===== src/rtl/ant_div_pkg.sv =====
package ant_div_pkg;

    typedef enum logic [1:0] {
        FAD_IDLE  = 2'd0,
        FAD_DWELL = 2'd1,
        FAD_GAP   = 2'd2,
        FAD_LOCK  = 2'd3
    } fad_state_e;

    function automatic int unsigned max_u(input int unsigned a, input int unsigned b);
        return (a > b) ? a : b;
    endfunction

endpackage


===== src/rtl/ant_div_timer.sv =====
module ant_div_timer #(
    parameter int unsigned DWELL_CYC = 512,
    parameter int unsigned GAP_CYC   = 256
) (
    input  logic clk,
    input  logic rst_n,
    input  logic restart,
    input  logic gap_phase,
    output logic expire
);
    import ant_div_pkg::*;

    localparam int unsigned LONGEST = max_u(DWELL_CYC, GAP_CYC);
    localparam int unsigned CW      = (LONGEST > 1) ? $clog2(LONGEST) : 1;
    localparam logic [CW-1:0] DWELL_LAST = CW'(DWELL_CYC - 1);
    localparam logic [CW-1:0] GAP_LAST   = CW'(GAP_CYC - 1);

    logic [CW-1:0] cnt_q;

    always_ff @(posedge clk or negedge rst_n) begin
        if (!rst_n)
            cnt_q <= '0;
        else if (restart)
            cnt_q <= '0;
        else
            cnt_q <= cnt_q + 1'b1;
    end

    always_comb begin
        expire = gap_phase ? (cnt_q == GAP_LAST) : (cnt_q == DWELL_LAST);
    end

endmodule


===== src/rtl/ant_div_qual.sv =====
module ant_div_qual #(
    parameter int unsigned CORR_W = 8
) (
    input  logic              window_open,
    input  logic              corr_valid,
    input  logic [CORR_W-1:0] corr_val,
    input  logic [CORR_W-1:0] corr_thr,
    output logic              hit
);
    always_comb begin
        hit = window_open && corr_valid && (corr_val > corr_thr);
    end
endmodule


===== src/rtl/ant_div_fsm.sv =====
module ant_div_fsm
    import ant_div_pkg::*;
(
    input  logic clk,
    input  logic rst_n,
    input  logic fad_en,
    input  logic rx_active,
    input  logic eop,
    input  logic manual_sel,
    input  logic hit,
    input  logic expire,
    output logic restart,
    output logic in_dwell,
    output logic in_gap,
    output logic ant_a,
    output logic ant_b,
    output logic sw_gap,
    output logic lock_valid,
    output logic lock_ant
);
    fad_state_e state_q, state_d;
    logic       cur_ant_q;
    logic       lock_ant_q;

    // next-state decision
    always_comb begin
        state_d = state_q;
        if (!fad_en || !rx_active) begin
            state_d = FAD_IDLE;
        end else begin
            unique case (state_q)
                FAD_IDLE:  if (!eop) state_d = FAD_DWELL;
                FAD_DWELL: begin
                    if (hit)         state_d = FAD_LOCK;
                    else if (expire) state_d = FAD_GAP;
                end
                FAD_GAP:   if (expire) state_d = FAD_DWELL;
                FAD_LOCK:  if (eop)    state_d = FAD_IDLE;
            endcase
        end
    end

    // state and antenna registers
    always_ff @(posedge clk or negedge rst_n) begin
        if (!rst_n) begin
            state_q    <= FAD_IDLE;
            cur_ant_q  <= 1'b0;
            lock_ant_q <= 1'b0;
        end else begin
            state_q <= state_d;
            if (!fad_en)
                cur_ant_q <= manual_sel;
            else if (state_q == FAD_DWELL && state_d == FAD_GAP)
                cur_ant_q <= ~cur_ant_q;
            if (state_q == FAD_DWELL && state_d == FAD_LOCK)
                lock_ant_q <= cur_ant_q;
        end
    end

    // outputs
    always_comb begin
        restart    = (state_d != state_q);
        in_dwell   = (state_q == FAD_DWELL);
        in_gap     = (state_q == FAD_GAP);
        ant_a      = ~cur_ant_q;
        ant_b      = cur_ant_q;
        sw_gap     = (state_q == FAD_GAP);
        lock_valid = (state_q == FAD_LOCK);
        lock_ant   = lock_ant_q;
    end

endmodule


===== src/rtl/ant_div_ctrl.sv =====
module ant_div_ctrl #(
    parameter int unsigned CORR_W    = 8,
    parameter int unsigned DWELL_CYC = 512,
    parameter int unsigned GAP_CYC   = 256
) (
    input  logic              clk,
    input  logic              rst_n,
    input  logic              fad_en,
    input  logic              rx_active,
    input  logic              eop,
    input  logic              manual_sel,
    input  logic              corr_valid,
    input  logic [CORR_W-1:0] corr_val,
    input  logic [CORR_W-1:0] corr_thr,
    output logic              ant_a,
    output logic              ant_b,
    output logic              sw_gap,
    output logic              lock_valid,
    output logic              lock_ant
);
    logic hit, expire, restart, in_dwell, in_gap;

    ant_div_qual #(.CORR_W(CORR_W)) u_qual (
        .window_open (in_dwell),
        .corr_valid  (corr_valid),
        .corr_val    (corr_val),
        .corr_thr    (corr_thr),
        .hit         (hit)
    );

    ant_div_timer #(.DWELL_CYC(DWELL_CYC), .GAP_CYC(GAP_CYC)) u_timer (
        .clk       (clk),
        .rst_n     (rst_n),
        .restart   (restart),
        .gap_phase (in_gap),
        .expire    (expire)
    );

    ant_div_fsm u_fsm (
        .clk        (clk),
        .rst_n      (rst_n),
        .fad_en     (fad_en),
        .rx_active  (rx_active),
        .eop        (eop),
        .manual_sel (manual_sel),
        .hit        (hit),
        .expire     (expire),
        .restart    (restart),
        .in_dwell   (in_dwell),
        .in_gap     (in_gap),
        .ant_a      (ant_a),
        .ant_b      (ant_b),
        .sw_gap     (sw_gap),
        .lock_valid (lock_valid),
        .lock_ant   (lock_ant)
    );

endmodule


===== config.mk =====
export PLATFORM = sky130hd
export DESIGN_NAME = ant_div_ctrl
export DESIGN_NICKNAME = d
export VERILOG_FILES = /design/src/rtl/ant_div_pkg.sv /design/src/rtl/ant_div_timer.sv /design/src/rtl/ant_div_qual.sv /design/src/rtl/ant_div_fsm.sv /design/src/rtl/ant_div_ctrl.sv
export SDC_FILE = /design/constraint.sdc
export NUM_CORES = 1
export LEC_CHECK = 0
export BUFFER_PORTS_ARGS = -buffer_cell sky130_fd_sc_hd__buf_2
export CAP_MARGIN = 5
export CORE_MARGIN = 5
export CORE_UTILIZATION = 46
export DETAILED_ROUTE_END_ITERATION = 7
export PLACE_DENSITY = 0.75
export SKIP_CTS_REPAIR_TIMING = 1
export SLEW_MARGIN = 40
export SYNTH_ARGS = -nofsm -noshare
export SYNTH_HDL_FRONTEND = slang
export SYNTH_SLANG_ARGS = --single-unit
export TNS_END_PERCENT = 50

===== constraint.sdc =====
create_clock -name clk -period 1.88 [get_ports clk]
set_input_delay 0.188 -clock clk [delete_from_list [all_inputs] [get_ports clk]]
set_output_delay 0.188 -clock clk [all_outputs]
set_load 0.005 [all_outputs]

-- Yosys cells after proc, flatten, opt, wreduce, memory -nomap -nowiden
Cells that the tools add are included.
- add/subtract/negate cells: 1
- reduce and logical (&&, ||, !) cells: 8
- bitwise operators: 1
- magnitude comparators: 1
- equality and inequality tests: 9
- multiplexer cells: 11
- operators by type and width (cell ; number):
    2-bit 2-to-1 mux ; 6
    9-bit by 1-bit adder with 9-bit output, second input constant ; 1
    9-bit by 8-bit == test with 1-bit output, second input constant ; 1
    9-bit == test, second input constant ; 1
    9-bit 2-to-1 mux ; 1
    2-bit == test, second input constant ; 4
    8-bit greater-than comparator ; 1
    2-bit case mux with 4 select lines ; 1
    1-bit logical AND ; 4
    1-bit 2-to-1 mux ; 3
    2-bit by 1-bit == test with 1-bit output, second input constant ; 1
    1-bit zero test ; 2
    2-bit zero test ; 1
    2-bit by 1-bit inequality test with 1-bit output, second input constant ; 1
    2-bit inequality test ; 1
    1-bit logical OR ; 1
    1-bit NOT ; 1
- output and inout bits: 5
- bits in registers: 13
- word-level logic and storage cells: 35

-- Logic depth before layout (Yosys ltp)
Gate-level depths: netlist (run 1).
- depth after elaboration: 10
- depth in mapped cells: 9
- gate-level depth less buffers: 8

-- Hierarchy
From an unflattened synthesis (run 1), not the netlist that was laid out.
- cell total of the unflattened synthesis: 102
- area total of the unflattened synthesis: 905.9 um^2
- by module, submodules not included (module ; cells each ; area an instance (um^2) ; instances ; sequential area each (um^2)):
    ant_div_timer ; 40 ; 412.9 ; 1 ; 225.2
    ant_div_fsm ; 34 ; 285.3 ; 1 ; 100.1
    ant_div_qual ; 28 ; 207.7 ; 1 ; 0.0

-- Least setup slack after synthesis (run 1)
Ideal clock, no wire load.
- path type: flip-flop to flip-flop
- start: reg u_timer.cnt_q[0]
- end: reg u_fsm.lock_ant_q (netlist: u_fsm.lock_ant)
- cell stages (with the launch flop): 7
- path buffers: 0
- period minus slack after synthesis: 1883 ps
- data arrival time: 1755 ps
- setup slack: -3 ps
- library setup time: 128 ps
- path through: dfrtp_1 ha_1 nand3_2 nor4_1 o21ai_0 nor3_1 mux2_1
- word-level cells in the longest chain between the ends: 8
- elaborated cells on any way between the ends: 10
- those cells by class: 3 x eq/ne; 6 x mux; 1 x reduce/logical
- ends and longest elaborated chain (item ; RTL line ; text):
    from (decl) ; ant_div_timer.sv:18 ; logic [CW-1:0] cnt_q;
    from (signal assigned) ; ant_div_timer.sv:26 ; cnt_q <= cnt_q + 1'b1;
    9-bit == test or 9-bit by 8-bit == test with 1-bit output (tied branches) ; ant_div_timer.sv:30 ; expire = gap_phase ? (cnt_q == GAP_LAST) : (cnt_q == DWELL_LAST);
    1-bit 2-to-1 mux (*) ; ant_div_timer.sv:30 ;
    2-bit 2-to-1 mux ; ant_div_fsm.sv:35 ; else if (expire) state_d = FAD_GAP;
    2-bit 2-to-1 mux ; ant_div_fsm.sv:34 ; if (hit) state_d = FAD_LOCK;
    2-bit case mux with 4 select lines (*) ; ant_div_fsm.sv:31 ; unique case (state_q)
    2-bit 2-to-1 mux (*) ; ant_div_fsm.sv:28 ; if (!fad_en || !rx_active) begin
    2-bit == test (*) ; ant_div_fsm.sv:55 ; if (state_q == FAD_DWELL && state_d == FAD_LOCK)
    1-bit logical AND (*) ; ant_div_fsm.sv:55 ;
    to (signal assigned) ; ant_div_fsm.sv:56 ; lock_ant_q <= cur_ant_q;
    to (decl) ; ant_div_fsm.sv:23 ; logic lock_ant_q;
Mark *: on every way between the ends. The rest lies on a longest branch, timed or not.
A chain may end at the register's enable or synchronous reset.

-- Worst setup path after layout (run 1)
- start: in corr_val[7]
- end: reg u_timer.cnt_q[3]
- word-level cells in the longest chain between the ends: 7
- ends and longest elaborated chain (item ; RTL line ; text):
    from (decl) ; ant_div_ctrl.sv:13 ; input logic [CORR_W-1:0] corr_val,
    8-bit greater-than comparator ; ant_div_qual.sv:11 ; hit = window_open && corr_valid && (corr_val > corr_thr);
    1-bit logical AND ; ant_div_qual.sv:11 ;
    2-bit 2-to-1 mux ; ant_div_fsm.sv:34 ;
    2-bit case mux with 4 select lines ; ant_div_fsm.sv:31 ;
    2-bit 2-to-1 mux ; ant_div_fsm.sv:28 ;
    2-bit inequality test ; ant_div_fsm.sv:62 ; restart = (state_d != state_q);
    9-bit 2-to-1 mux ; ant_div_timer.sv:23 ; else if (restart)
Every way passes these cells.

==> summary by stage, run 1 <==
Status
The run finished with clean final reports.

Finish
The cell area after layout is approximately 1300 sq um. The number of nets in the layout is about 180. The number of diodes added for antenna fixing is 0. The area growth from synthesis to layout is 33.4%. Of the cells placed in the final design, the portion with a size suffix greater than 1 is between 30% and 40%. The finished layout holds roughly 180 standard cells, fillers aside. The utilization of the core after routing is between 60 and 70%.

Critical path
The startpoint of the lowest-slack register-to-register path is u_fsm.state_q[1]$_DFF_PN0_. The worst setup path is captured at a flop. On the worst path, the slowest cell contributes a delay of 0.38 ns. For the worst setup path, the data arrival time is roughly 2 ns. The classification of the worst setup path is in -> reg.

In this run the critical register-to-register path is captured at u_fsm.lock_ant$_DFFE_PN0P_. The number of buffers and inverters on the critical path is 1. The endpoint required time on the critical path is 2.08 ns. The worst setup path is launched from an input port. The number of cells on the worst reg-to-reg path is 6. The slowest stage of the critical path belongs to the cell sky130_fd_sc_hd__o311a_1.

The critical path goes through buf_2 -> ha_1 -> a41o_1 -> a21oi_1 -> nor3_2 -> o311a_1 -> a211o_4 -> nor2_1. The register-to-register setup slack is between 0.1 and 0.15 ns. The kind of cell with the highest combined delay along the critical path is compound AO/OA/AOI/OAI gates. Counting buffers and inverters, the worst setup path is 8 cells deep. The timing startpoint of the critical path is corr_val[7]. The end point of the critical path is u_timer.cnt_q[3]$_DFF_PN0_.

The maximum fanout count along the critical path is 9.

Power
The leakage power figure is between 0.7 and 0.8 nW. IR analysis of the VDD net gives a maximum drop of about 0.00048 V. For this design the ratio of total power to cell area is ~570 nW/um^2. The completed layout was analyzed and its total power is around 0.76 mW.

Route
The detailed router's first-iteration violation count is 13. The routed via count divided by cell count is roughly 5.3. The final layout contains routed wiring with a total length of 2.37 mm. The routed layout has 940 vias. The DRC violation count after routing is 0. The count of nets left with antenna violations once routing finished came out at 0.

The first-pass iteration count of the detailed router is 4. After detailed routing, the average wire length per cell comes to ~13 microns.

Clock tree
Buffers inserted during clock tree synthesis total 3. Counting every sink on the clock net gives 13. In this run the number of H-tree levels came out at 1. The buffer levels on the longest clock path is 2. TritonCTS built the clock tree.

The source-to-sink clock delay at the later pin of the worst-skew pair is 0.27 ns. The cell sitting at the root of the clock tree is a sky130_fd_sc_hd__clkbuf_4. After clock tree synthesis, the clock-pin slew on the worst setup and hold paths is 0.08 ns.

Global routing
The overall routing resource usage is between 10% and 20%. The maximum number of pins on one net before global-route repair is 14. The first global-routing pass estimated ~4.0 mm of wire. Summed over all layers, the global routing overflow is 0. The number of antenna violations at the first check in global routing is 0. The number of global-route vias before repair came to ~950.

Placement
Once placement completed, the tool counted placed cells totaling approximately 170. In this run the tool buffered the top-level ports with 27 buffer cells. The final estimated routing congestion in global placement is ~0.82.

Once detailed placement completed, the half-perimeter wirelength came to 1.88 mm. The pre-CTS setup slack is -0.193 ns. The post-placement cell area is 1230 sq um.

Floorplanning
The floorplan step set the die height to around 57 microns. The die area is 3220 sq um. The initial core utilization is between 40 and 50%.

The number of top-level pins is 28. The total area inside the core boundary comes to around 2100 sq um. The floorplan step set the die width to between 50 and 60 microns.

The total number of placement rows is 17.

STA
Setup repair after global routing could not meet its margin everywhere. The achievable clock frequency is roughly 560 MHz. The smallest setup slack after layout is 0.102 ns.

Of the available clock period, the critical path in the final layout requires 94.6%. On the final layout, the worst hold slack is between 0.2 and 0.3 ns. The measured slew at the worst slew-check pin is between 0.3 and 0.4 ns. The hold violation total from the final report is 0. The total count of max-transition violations in the final report is 0. The post-route minimum period is between 1.5 and 2 ns. On the final layout, the worst clock skew is 0.00144 ns. After routing, the total negative slack on setup checks comes to 0 ns. The worst slew slack as a fraction of its limit is between 70% and 80%. The setup violation total in the final timing report is 0.

Yosys
Synthesis produced a netlist with a net count of 143. The number of warnings printed during yosys synthesis is 0. In the synthesized netlist, the number of instances is about 110. After synthesis, the netlist uses 36 different library cells. Counting flops and latches in the post-synthesis netlist gives 13. Averaged over all synthesized cells, the footprint is around 9 sq um. The area of the mapped netlist is 1000 sq um. Sequential elements use 32.4% of the synthesized area.

Worst hold path
The worst hold path belongs to the class in -> reg.

Run
Across the run, the number of max-cap violations was 0.
-- placed cells by master, fill, tap and decap left out, types with 2 or more instances in the layout --
cell / netlist / layout
sky130_fd_sc_hd__nor3_2: 1 / 2
sky130_fd_sc_hd__nand4_1: 4 / 4
sky130_fd_sc_hd__xor2_1: 3 / 3
sky130_fd_sc_hd__a31oi_1: 2 / 2
sky130_fd_sc_hd__nor3_1: 4 / 2
sky130_fd_sc_hd__a21oi_1: 3 / 3
sky130_fd_sc_hd__xnor2_1: 5 / 5
sky130_fd_sc_hd__nand2_1: 6 / 5
sky130_fd_sc_hd__inv_1: 12 / 12
sky130_fd_sc_hd__nor2b_1: 2 / 2
sky130_fd_sc_hd__nand2b_1: 2 / 2
sky130_fd_sc_hd__o211ai_1: 2 / 2
sky130_fd_sc_hd__and2_1: 3 / 2
sky130_fd_sc_hd__ha_1: 9 / 8
sky130_fd_sc_hd__nand3_1: 3 / 2
sky130_fd_sc_hd__nand2b_4: 2 / 2
sky130_fd_sc_hd__dfrtp_1: 13 / 13
sky130_fd_sc_hd__buf_4: 1 / 11
sky130_fd_sc_hd__clkbuf_4: 0 / 3
sky130_fd_sc_hd__nor2_1: 14 / 14
sky130_fd_sc_hd__buf_2: 0 / 27
-- cells by family after synthesis --
| kind of cell | count (synthesis) | synth area share [%] |
|---|---|---|
| AND/OR/NAND/NOR | 48 | 27.1 |
| buffers and inverters | 15 | 7.48 |
| flip-flops | 13 | 32.4 |
| XOR/XNOR | 8 | 6.98 |
| AO/OA/AOI/OAI | 17 | 13.7 |
| adder cells (fa/ha/maj) | 9 | 11.2 |
| multiplexers | 1 | 1.12 |
-- state kept, by name, summed over array words and instances (netlist names) --
signal / count
u_timer.cnt_q: 9
u_fsm.ant_b: 1
u_fsm.lock_ant: 1
u_fsm.state_q: 2
-- Yosys cell counts (all sizes together) --
cell,count,area (sq um)
and4,1,8.76
inv,12,45.0
nor2,14,52.6
o311a,1,10.0
and3,1,6.26
or4,1,7.51
a21oi,3,15.0
o31ai,2,15.0
mux2,1,11.3
nand4,4,25.0
a41o,1,10.0
o211ai,2,15.0
nand3b,1,7.51
xnor2,5,43.8
nand2,6,22.5
a21o,1,7.51
a31oi,2,12.5
buf,3,30.0
dfrtp,13,325
ha,9,113
nor3,5,30.0
o21ai,1,5.00
o32a,1,10.0
nor2b,3,21.3
xor2,3,26.3
a211o,2,17.5
and2,3,18.8
nand2b,4,40.0
nand3,4,25.0
a211oi,1,20.0
nor4,1,6.26
-- worst reg2reg max path, delay by kind of cell (launching register included) --
family	cells	cell delay (ns)
compound gates	2	0.40
flops	1	0.38
mux	1	0.34
simple gates	3	0.54
-- worst min-delay path by stage --
| stage | depth (start not counted) | from | to |
|---|---|---|---|
| 2_1_floorplan | 0 | rst_n | u_fsm.ant_b$_DFFE_PN0P_ |
| 3_3_place_gp | 1 | rst_n | u_timer.cnt_q[1]$_DFF_PN0_ |
| 3_5_place_dp | 1 | rst_n | u_timer.cnt_q[5]$_DFF_PN0_ |
| 4_1_cts | 1 | rst_n | u_timer.cnt_q[1]$_DFF_PN0_ |
| 5_1_grt | 3 | fad_en | u_fsm.ant_b$_DFFE_PN0P_ |
| 6_report | 3 | fad_en | u_fsm.ant_b$_DFFE_PN0P_ |
-- final cells by class --
cell class / count / area (sq um)
Fill cell: 192 / 810
Multi-Input combinational cell: 83 / 678
Sequential cell: 13 / 325
Timing Repair Buffer: 39 / 228
Inverter: 12 / 45.0
Tap cell: 28 / 35.0
Clock buffer: 3 / 22.5
Clock inverter: 1 / 5.00
-- power by group --
group          internal, mW  switching [mW]  total, mW  leakage, nW
registers             0.317          0.0506      0.368        0.174
logic                 0.121           0.105      0.226        0.513
clock network        0.0787          0.0855      0.164       0.0177
total                 0.516           0.241      0.758        0.705
-- per-layer routing --
layer  vias to the layer above  wire, microns  track usage, %
met5                         -              0               0
met4                         0             59            8.47
met3                         6             93            2.30
met2                        24           1230            27.1
met1                       439            985            18.8
li1                        471              -               -
Note: power is estimated with default switching activity, not from simulation.
==> inputs of run 2 (changes only) <==
--- a/config.mk
+++ b/config.mk
@@ -8,9 +8,9 @@
 export BUFFER_PORTS_ARGS = -buffer_cell sky130_fd_sc_hd__buf_2
 export CAP_MARGIN = 5
 export CORE_MARGIN = 5
-export CORE_UTILIZATION = 46
+export CORE_UTILIZATION = 51
 export DETAILED_ROUTE_END_ITERATION = 7
-export PLACE_DENSITY = 0.75
+export PLACE_DENSITY = 0.78
 export SKIP_CTS_REPAIR_TIMING = 1
 export SLEW_MARGIN = 40
 export SYNTH_ARGS = -nofsm -noshare
==> constraint.sdc (replaced) <==
create_clock -name clk -period 1.96 [get_ports clk]
set_input_delay 0.196 -clock clk [delete_from_list [all_inputs] [get_ports clk]]
set_output_delay 0.196 -clock clk [all_outputs]
set_load 0.005 [all_outputs]
==> summary by stage, run 2 (synthesis results as in run 1) <==
STA
The hold violation total from the final report came to 0 (unchanged). The post-route clock period utilization is between 90 and 100%. The smallest hold slack was 0.267 ns (+0.00533 ns). The post-route minimum period is 1.91 ns. The setup total negative slack is 0 ns (unchanged).

The setup violation total in the final timing report is 0 (unchanged). The worst slew slack as a fraction of its limit was 76.3% (+1.8 points). The achievable clock frequency is around 520 MHz. The total count of max-transition violations in the final report came to 0 (unchanged). The worst clock skew is 0.000262 ns (-0.00118 ns). The measured slew at the worst slew-check pin is 0.353 ns (-0.0275 ns).

Power
The largest vdd supply drop came to 0.000537 V (+11%). The leakage power figure is 0.698 nW (-0.91%). The total power per unit cell area came to 533 nW/um^2 (-5.7%).

Floorplanning
The die area is 2950 sq um (-8.1%). The area inside the core boundary came to 1920 sq um (-11%). The number of top-level pins came to 28 (unchanged). The die extent in x is 54.4 microns (-4.1%).

The initial core utilization came to 52.2% (+5.5 points). The die height is 54.4 microns (-4.1%). The total number of placement rows is 16 (-1).

Global routing
The number of antenna violations at the first check in global routing is 0 (unchanged). The maximum number of pins on one net before global-route repair is 14 (unchanged). The overall routing resource usage came to 15.0% (-0.79 points). The first-pass GRT wire length is 3.28 mm (-19%).

The total congestion overflow after global routing is 0 (unchanged). The number of global-route vias before repair was 839 (-11%).

Route
The first-pass iteration count of the detailed router came to 4 (unchanged). The DRC violation count after routing is 0 (unchanged). The final antenna-violating net count is 0 (unchanged). The total vias in the final route is 928 (-1.3%). The routed via count divided by cell count is 5.27 (+0.41%).

The detailed router's first-iteration violation count came to 12 (-1). The total routed wirelength is 2.26 mm (-4.6%). The wire length per cell after detailed routing is 12.8 microns (-3.0%).

Clock tree
The clock transition time at the flip-flop clock pins of the worst setup and hold paths is 0.07 ns (about the same). TritonCTS built the clock tree. The source-to-sink clock delay at the later pin of the worst-skew pair was 0.27 ns (about the same). The library cell used as clock root buffer is sky130_fd_sc_hd__clkbuf_4. The H-tree depth reported by CTS is 1 (unchanged).

The buffer levels on the longest clock path is 2 (unchanged). The total number of clock tree sinks came to 13 (unchanged). The number of buffers created by CTS is 3 (unchanged).

Finish
In the final layout, the registers with the most flip-flops are u_timer.cnt_q x9, u_fsm.state_q x2. The commonest non-fill, non-tap cell in the layout is sky130_fd_sc_hd__buf_2. Leaving out fill and tap cells, the most frequent cells in the layout are sky130_fd_sc_hd__buf_2, sky130_fd_sc_hd__nor2_1, sky130_fd_sc_hd__dfrtp_1. The number of nets in the layout was 182 (-1.1%). The number of diodes added for antenna fixing came to 0 (unchanged). The most flop-heavy register is u_timer.cnt_q. The number of non-filler instances in the completed layout came to 176 (-1.7%). The filler cell count was 167 (-13%). The fraction of final layout cells sized beyond drive strength 1 is 34.2% (-3.5 points). The area growth from synthesis to layout is 28.7%. The flip-flop count of the largest register after layout is 9 (unchanged). The cell area after layout is 1290 sq um (-3.6%).

Placement
The number of buffer cells added on primary ports was 27 (unchanged). The placed wire-length estimate is 1.72 mm (-8.6%). The post-placement cell area is 1200 sq um (-2.6%).

The final estimated routing congestion in global placement came to 0.832 (+1.1%). The post-placement cell count is 170 (-1.7%).

Critical path
The startpoint identified for the worst register-to-register timing path is u_timer.cnt_q[0]$_DFF_PN0_. The number of cells on the worst reg-to-reg path is 7 (+1). The cell with the biggest individual delay on the critical path is sky130_fd_sc_hd__dfrtp_1. The maximum fanout count along the critical path is 4 (-5). The capturing element type of the critical path is a flop. The reg-to-reg critical path endpoint is u_fsm.lock_ant$_DFFE_PN0P_. Walking the worst path, the cells encountered are ha_2 -> nand3_4 -> nor3_4 -> and2_4 -> o31ai_1 -> nor3_1 -> mux2_1. The register-to-register setup slack is 0.05 ns (-0.06 ns). The highest cell delay on the worst timing path is 0.39 ns (about the same). The endpoint required time on the critical path is 2.12 ns (+0.04 ns).

The worst endpoint data arrival time is 2.07 ns (+0.09 ns). The critical path startpoint category is a flop. By startpoint and endpoint, the worst setup path is classified as reg -> reg.

Status
The run finished with clean final reports.

Worst hold path
The class of the worst hold path is in -> reg. The worst-case hold path end point is u_fsm.ant_b$_DFFE_PN0P_. The number of cells on the worst hold path is 3 (unchanged). In this run the most critical hold path is launched from fad_en.

Run
The max-cap check violation count is 0 (unchanged).
==> run 2: stage by stage <==
step	setup WS, ns	util, %	power [mW]
after floorplan	0.0775	-	0.449
after global placement	-0.0985	62.6	0.499
after detailed placement	-0.210	62.6	0.511
after CTS	-0.0484	63.9	0.672
after global routing	-0.0400	67.2	0.741
final	0.0521	67.2	0.689
==> run 2: worst max-delay path by stage <==
stage,startpoint,end,slack [ns],cells past startpoint
2_1_floorplan,u_timer.cnt_q[0]$_DFF_PN0_,u_fsm.lock_ant$_DFFE_PN0P_,0.08,6
3_3_place_gp,corr_val[7],u_fsm.lock_ant$_DFFE_PN0P_,-0.1,8
3_5_place_dp,corr_thr[6],u_fsm.lock_ant$_DFFE_PN0P_,-0.21,9
4_1_cts,u_timer.cnt_q[0]$_DFF_PN0_,u_fsm.lock_ant$_DFFE_PN0P_,-0.05,6
5_1_grt,u_timer.cnt_q[0]$_DFF_PN0_,u_fsm.lock_ant$_DFFE_PN0P_,-0.04,7
6_report,u_timer.cnt_q[0]$_DFF_PN0_,u_fsm.lock_ant$_DFFE_PN0P_,0.05,7
==> run 2: power breakdown <==
| part | internal (mW) | switching (mW) | leakage (nW) |
|---|---|---|---|
| logic | 0.0911 | 0.0892 | 0.509 |
| registers | 0.304 | 0.0441 | 0.174 |
| clock network | 0.0789 | 0.0814 | 0.0150 |
==> run 2: critical path: cells and delay by family (launching register included) <==
| kind | cells | cell delay, ns |
|---|---|---|
| compound gates | 1 | 0.08 |
| fa+ha+maj | 1 | 0.23 |
| flops | 1 | 0.39 |
| mux | 1 | 0.34 |
| simple gates | 4 | 0.75 |
==> run 2: cell type report <==
type                    instances  area (sq um)  area share [%]
well taps                      27          33.8            2.62
inverters                      12          45.0            3.49
flip-flops and latches         13           325            25.2
repair buffers                 37           213            16.5
multi-input cells              83           648            50.2
clock buffers                   4          26.3            2.03
==> run 2: layer usage <==
| metal | up-vias | GRT usage (%) | part of all wire, % |
|---|---|---|---|
| met5 | - | 0 | 0 |
| met4 | 0 | 5.81 | 0.75 |
| met2 | 26 | 26.7 | 55 |
| li1 | 463 | - | - |
| met3 | 6 | 2.72 | 3.9 |
| met1 | 433 | 17.8 | 41 |
==> inputs of run 3 (changes only) <==
--- a/config.mk
+++ b/config.mk
@@ -7,6 +7,7 @@
 export LEC_CHECK = 0
 export BUFFER_PORTS_ARGS = -buffer_cell sky130_fd_sc_hd__buf_2
 export CAP_MARGIN = 5
+export CORE_ASPECT_RATIO = 1.25
 export CORE_MARGIN = 5
 export CORE_UTILIZATION = 51
 export DETAILED_ROUTE_END_ITERATION = 7
==> summary by stage, run 3 (synthesis results as in run 1) <==
Critical path
Walking the worst path, the cells encountered are nand3b_1 -> nand2b_4 -> a211oi_4 -> o31ai_2 -> nor3_2 -> mux2_1. The classification of the worst setup path is reg -> reg. The number of buffer and inverter stages on the critical path is 0 (unchanged). The endpoint required time on the critical path was 2.12 ns (about the same). The maximum fanout count along the critical path is 5 (+1).

The slowest stage of the critical path belongs to the cell sky130_fd_sc_hd__dfrtp_2. Grouping stages by cell kind, the critical path spends the most delay in simple AND/OR/NAND/NOR gates. The timing startpoint of the critical path is u_fsm.state_q[1]$_DFF_PN0_. The highest cell delay on the worst timing path is 0.44 ns (+0.05 ns).

The worst endpoint data arrival time is 2.04 ns (-0.03 ns). The startpoint of the lowest-slack register-to-register path is u_fsm.state_q[1]$_DFF_PN0_. The capturing element type of the critical path is a flop. The critical path startpoint category is a flop.

Global routing
The number of antenna violations at the first check in global routing is 0 (unchanged). The total congestion overflow after global routing is 0 (unchanged). The maximum number of pins on one net before global-route repair is 14 (unchanged). The first-pass GRT wire length is 4.00 mm (+22%). The number of global-route vias before repair is 978 (+17%).

The overall routing resource usage is 17.0% (+2.0 points).

STA
The post-route minimum period is 1.88 ns (-0.0291 ns). The smallest setup slack after layout is 0.0812 ns (+0.0291 ns). The worst clock skew is 0.00456 ns (+0.00430 ns). The setup violation total in the final timing report is 0 (unchanged). The total count of max-transition violations in the final report is 0 (unchanged). The post-route clock period utilization is 95.9% (-1.5 points). The worst slew slack as a fraction of its limit is 74.5% (-1.9 points). The achievable clock frequency came to 532 MHz (+1.5%). The measured slew at the worst slew-check pin came to 0.381 ns (+0.0280 ns).

The hold violation total from the final report is 0 (unchanged). Setup repair after global routing could not meet its margin everywhere.

Finish
The utilization of the core after routing is 68.8% (+1.6 points). The number of diodes added for antenna fixing was 0 (unchanged). The flip-flop count of the largest register after layout is 9 (unchanged). u_timer.cnt_q holds more flip-flops than any other register. The number of nets in the layout is 186 (+2.2%). The number of non-filler instances in the completed layout is 173 (-1.7%). In the layout the commonest cells are sky130_fd_sc_hd__buf_2, sky130_fd_sc_hd__nor2_1, sky130_fd_sc_hd__buf_4.

The area growth from synthesis to layout is 32.8%. The library cell used most frequently in the layout, excluding fill and tap cells, is sky130_fd_sc_hd__buf_2. In the final layout, the registers with the most flip-flops are u_timer.cnt_q x9, u_fsm.state_q x2. The fraction of final layout cells sized beyond drive strength 1 is 37.9% (+3.7 points). The cell area after layout is 1330 sq um (+3.2%).

Power
The internal power consumption is 0.495 mW (+4.4%). The clock network fraction of design power is 22.6% (-0.7 points). The total power per unit cell area is 540 nW/um^2 (+1.2%). The largest vdd supply drop was 0.000506 V (-5.9%). The fraction of power consumed by combinational cells was 28.6% (+2.4 points). The net switching power of the design is 0.224 mW (+4.5%). The portion of total power attributed to sequential cells is 48.7% (-1.9 points). The leakage power figure is 0.708 nW (+1.4%).

The net switching share of the total power is 31.2% (about the same).

Clock tree
The source-to-sink clock delay at the later pin of the worst-skew pair is 0.28 ns (about the same). The H-tree depth reported by CTS is 1 (unchanged). The clock transition time at the flip-flop clock pins of the worst setup and hold paths is 0.07 ns (about the same).

The number of buffers created by CTS is 3 (unchanged). The buffer levels on the longest clock path is 2 (unchanged). The CTS tree is yes. CTS placed an instance of sky130_fd_sc_hd__clkbuf_4 at the clock tree root. The total number of clock tree sinks is 13 (unchanged).

Worst hold path
The startpoint of the worst hold path is fad_en. The class of the worst hold path is in -> reg.

Run
The max-cap check violation count is 0 (unchanged).

Floorplanning
The area inside the core boundary is 1940 sq um (+0.78%). The initial core utilization is 51.8% (-0.40 points). The die extent in x came to 49.7 microns (-8.6%).

The total number of placement rows was 18 (+2). The die height is 59.6 microns (+9.6%). The number of top-level pins is 28 (unchanged). The die area is 2960 sq um (+0.20%).

Route
The routed via count divided by cell count was 5.42 (+2.8%). The total routed wirelength came to 2.29 mm (+1.4%). The wire length per cell after detailed routing came to 13.2 microns (+3.2%). The first-pass iteration count of the detailed router is 4 (unchanged). The total vias in the final route is 938 (+1.1%). The detailed router's first-iteration violation count is 11 (-1). The DRC violation count after routing is 0 (unchanged). The final antenna-violating net count is 0 (unchanged).

Placement
The pre-CTS setup slack is -0.222 ns (-0.0122 ns). The number of buffer cells added on primary ports was 27 (unchanged). The placed wire-length estimate is 1.85 mm (+7.6%). The post-placement cell area is 1210 sq um (+0.52%). The post-placement cell count is 165 (-2.9%).

The final estimated routing congestion in global placement is 0.748 (-10%).

Status
The run finished with clean final reports.
[run 3: layer usage]
metal | global-route usage, % | routed length, microns
met2 | 32.7 | 1220
met4 | 7.87 | 80
met1 | 17.4 | 834
met3 | 3.02 | 155
met5 | 0 | 0
[run 3: area by class of cell]
class | instances | area [sq um]
clock buffers | 4 | 26.3
fillers | 160 | 604
inverters | 12 | 45.0
multi-input cells | 83 | 667
flip-flops and latches | 13 | 327
well taps | 20 | 25.0
repair buffers | 41 | 243
[run 3: metrics by stage]
| step | hold slack [ns] | setup TNS [ns] | total power, mW |
|---|---|---|---|
| after floorplan | -0.0996 | 0 | 0.449 |
| after global placement | 0.0898 | -0.877 | 0.506 |
| after detailed placement | 0.0951 | -1.79 | 0.519 |
| after CTS | -0.213 | -0.0545 | 0.683 |
| after global routing | 0.278 | -0.00551 | 0.774 |
| final | 0.248 | 0 | 0.719 |
[run 3: power groups by stage]
stage / registers (mW) / logic, mW / clock network (mW)
finish: 0.350 / 0.206 / 0.163
global route: 0.356 / 0.233 / 0.185
CTS: 0.341 / 0.175 / 0.168
detailed placement: 0.346 / 0.173 / 0
global placement: 0.341 / 0.165 / 0
floorplan: 0.338 / 0.111 / 0
[run 3: path summary, 6_finish.rpt]
check | to | slack (ns) | cells past startpoint
max in group asynchronous | u_fsm.state_q[1]$_DFF_PN0_ | 1.40 | 2
min | u_fsm.ant_b$_DFFE_PN0P_ | 0.25 | 3
max reg2reg | u_fsm.lock_ant$_DFFE_PN0P_ | 0.08 | 6
min in group asynchronous | u_timer.cnt_q[7]$_DFF_PN0_ | 0.32 | 2
min reg2reg | u_fsm.lock_ant$_DFFE_PN0P_ | 0.49 | 1
max | u_fsm.lock_ant$_DFFE_PN0P_ | 0.08 | 6
[run 3: worst reg2reg max path: stages (launching register included)]
cell	delay, ns
sky130_fd_sc_hd__dfrtp_2	0.44
sky130_fd_sc_hd__nand3b_1	0.20
sky130_fd_sc_hd__nand2b_4	0.17
sky130_fd_sc_hd__a211oi_4	0.27
sky130_fd_sc_hd__o31ai_2	0.13
sky130_fd_sc_hd__nor3_2	0.20
sky130_fd_sc_hd__mux2_1	0.34
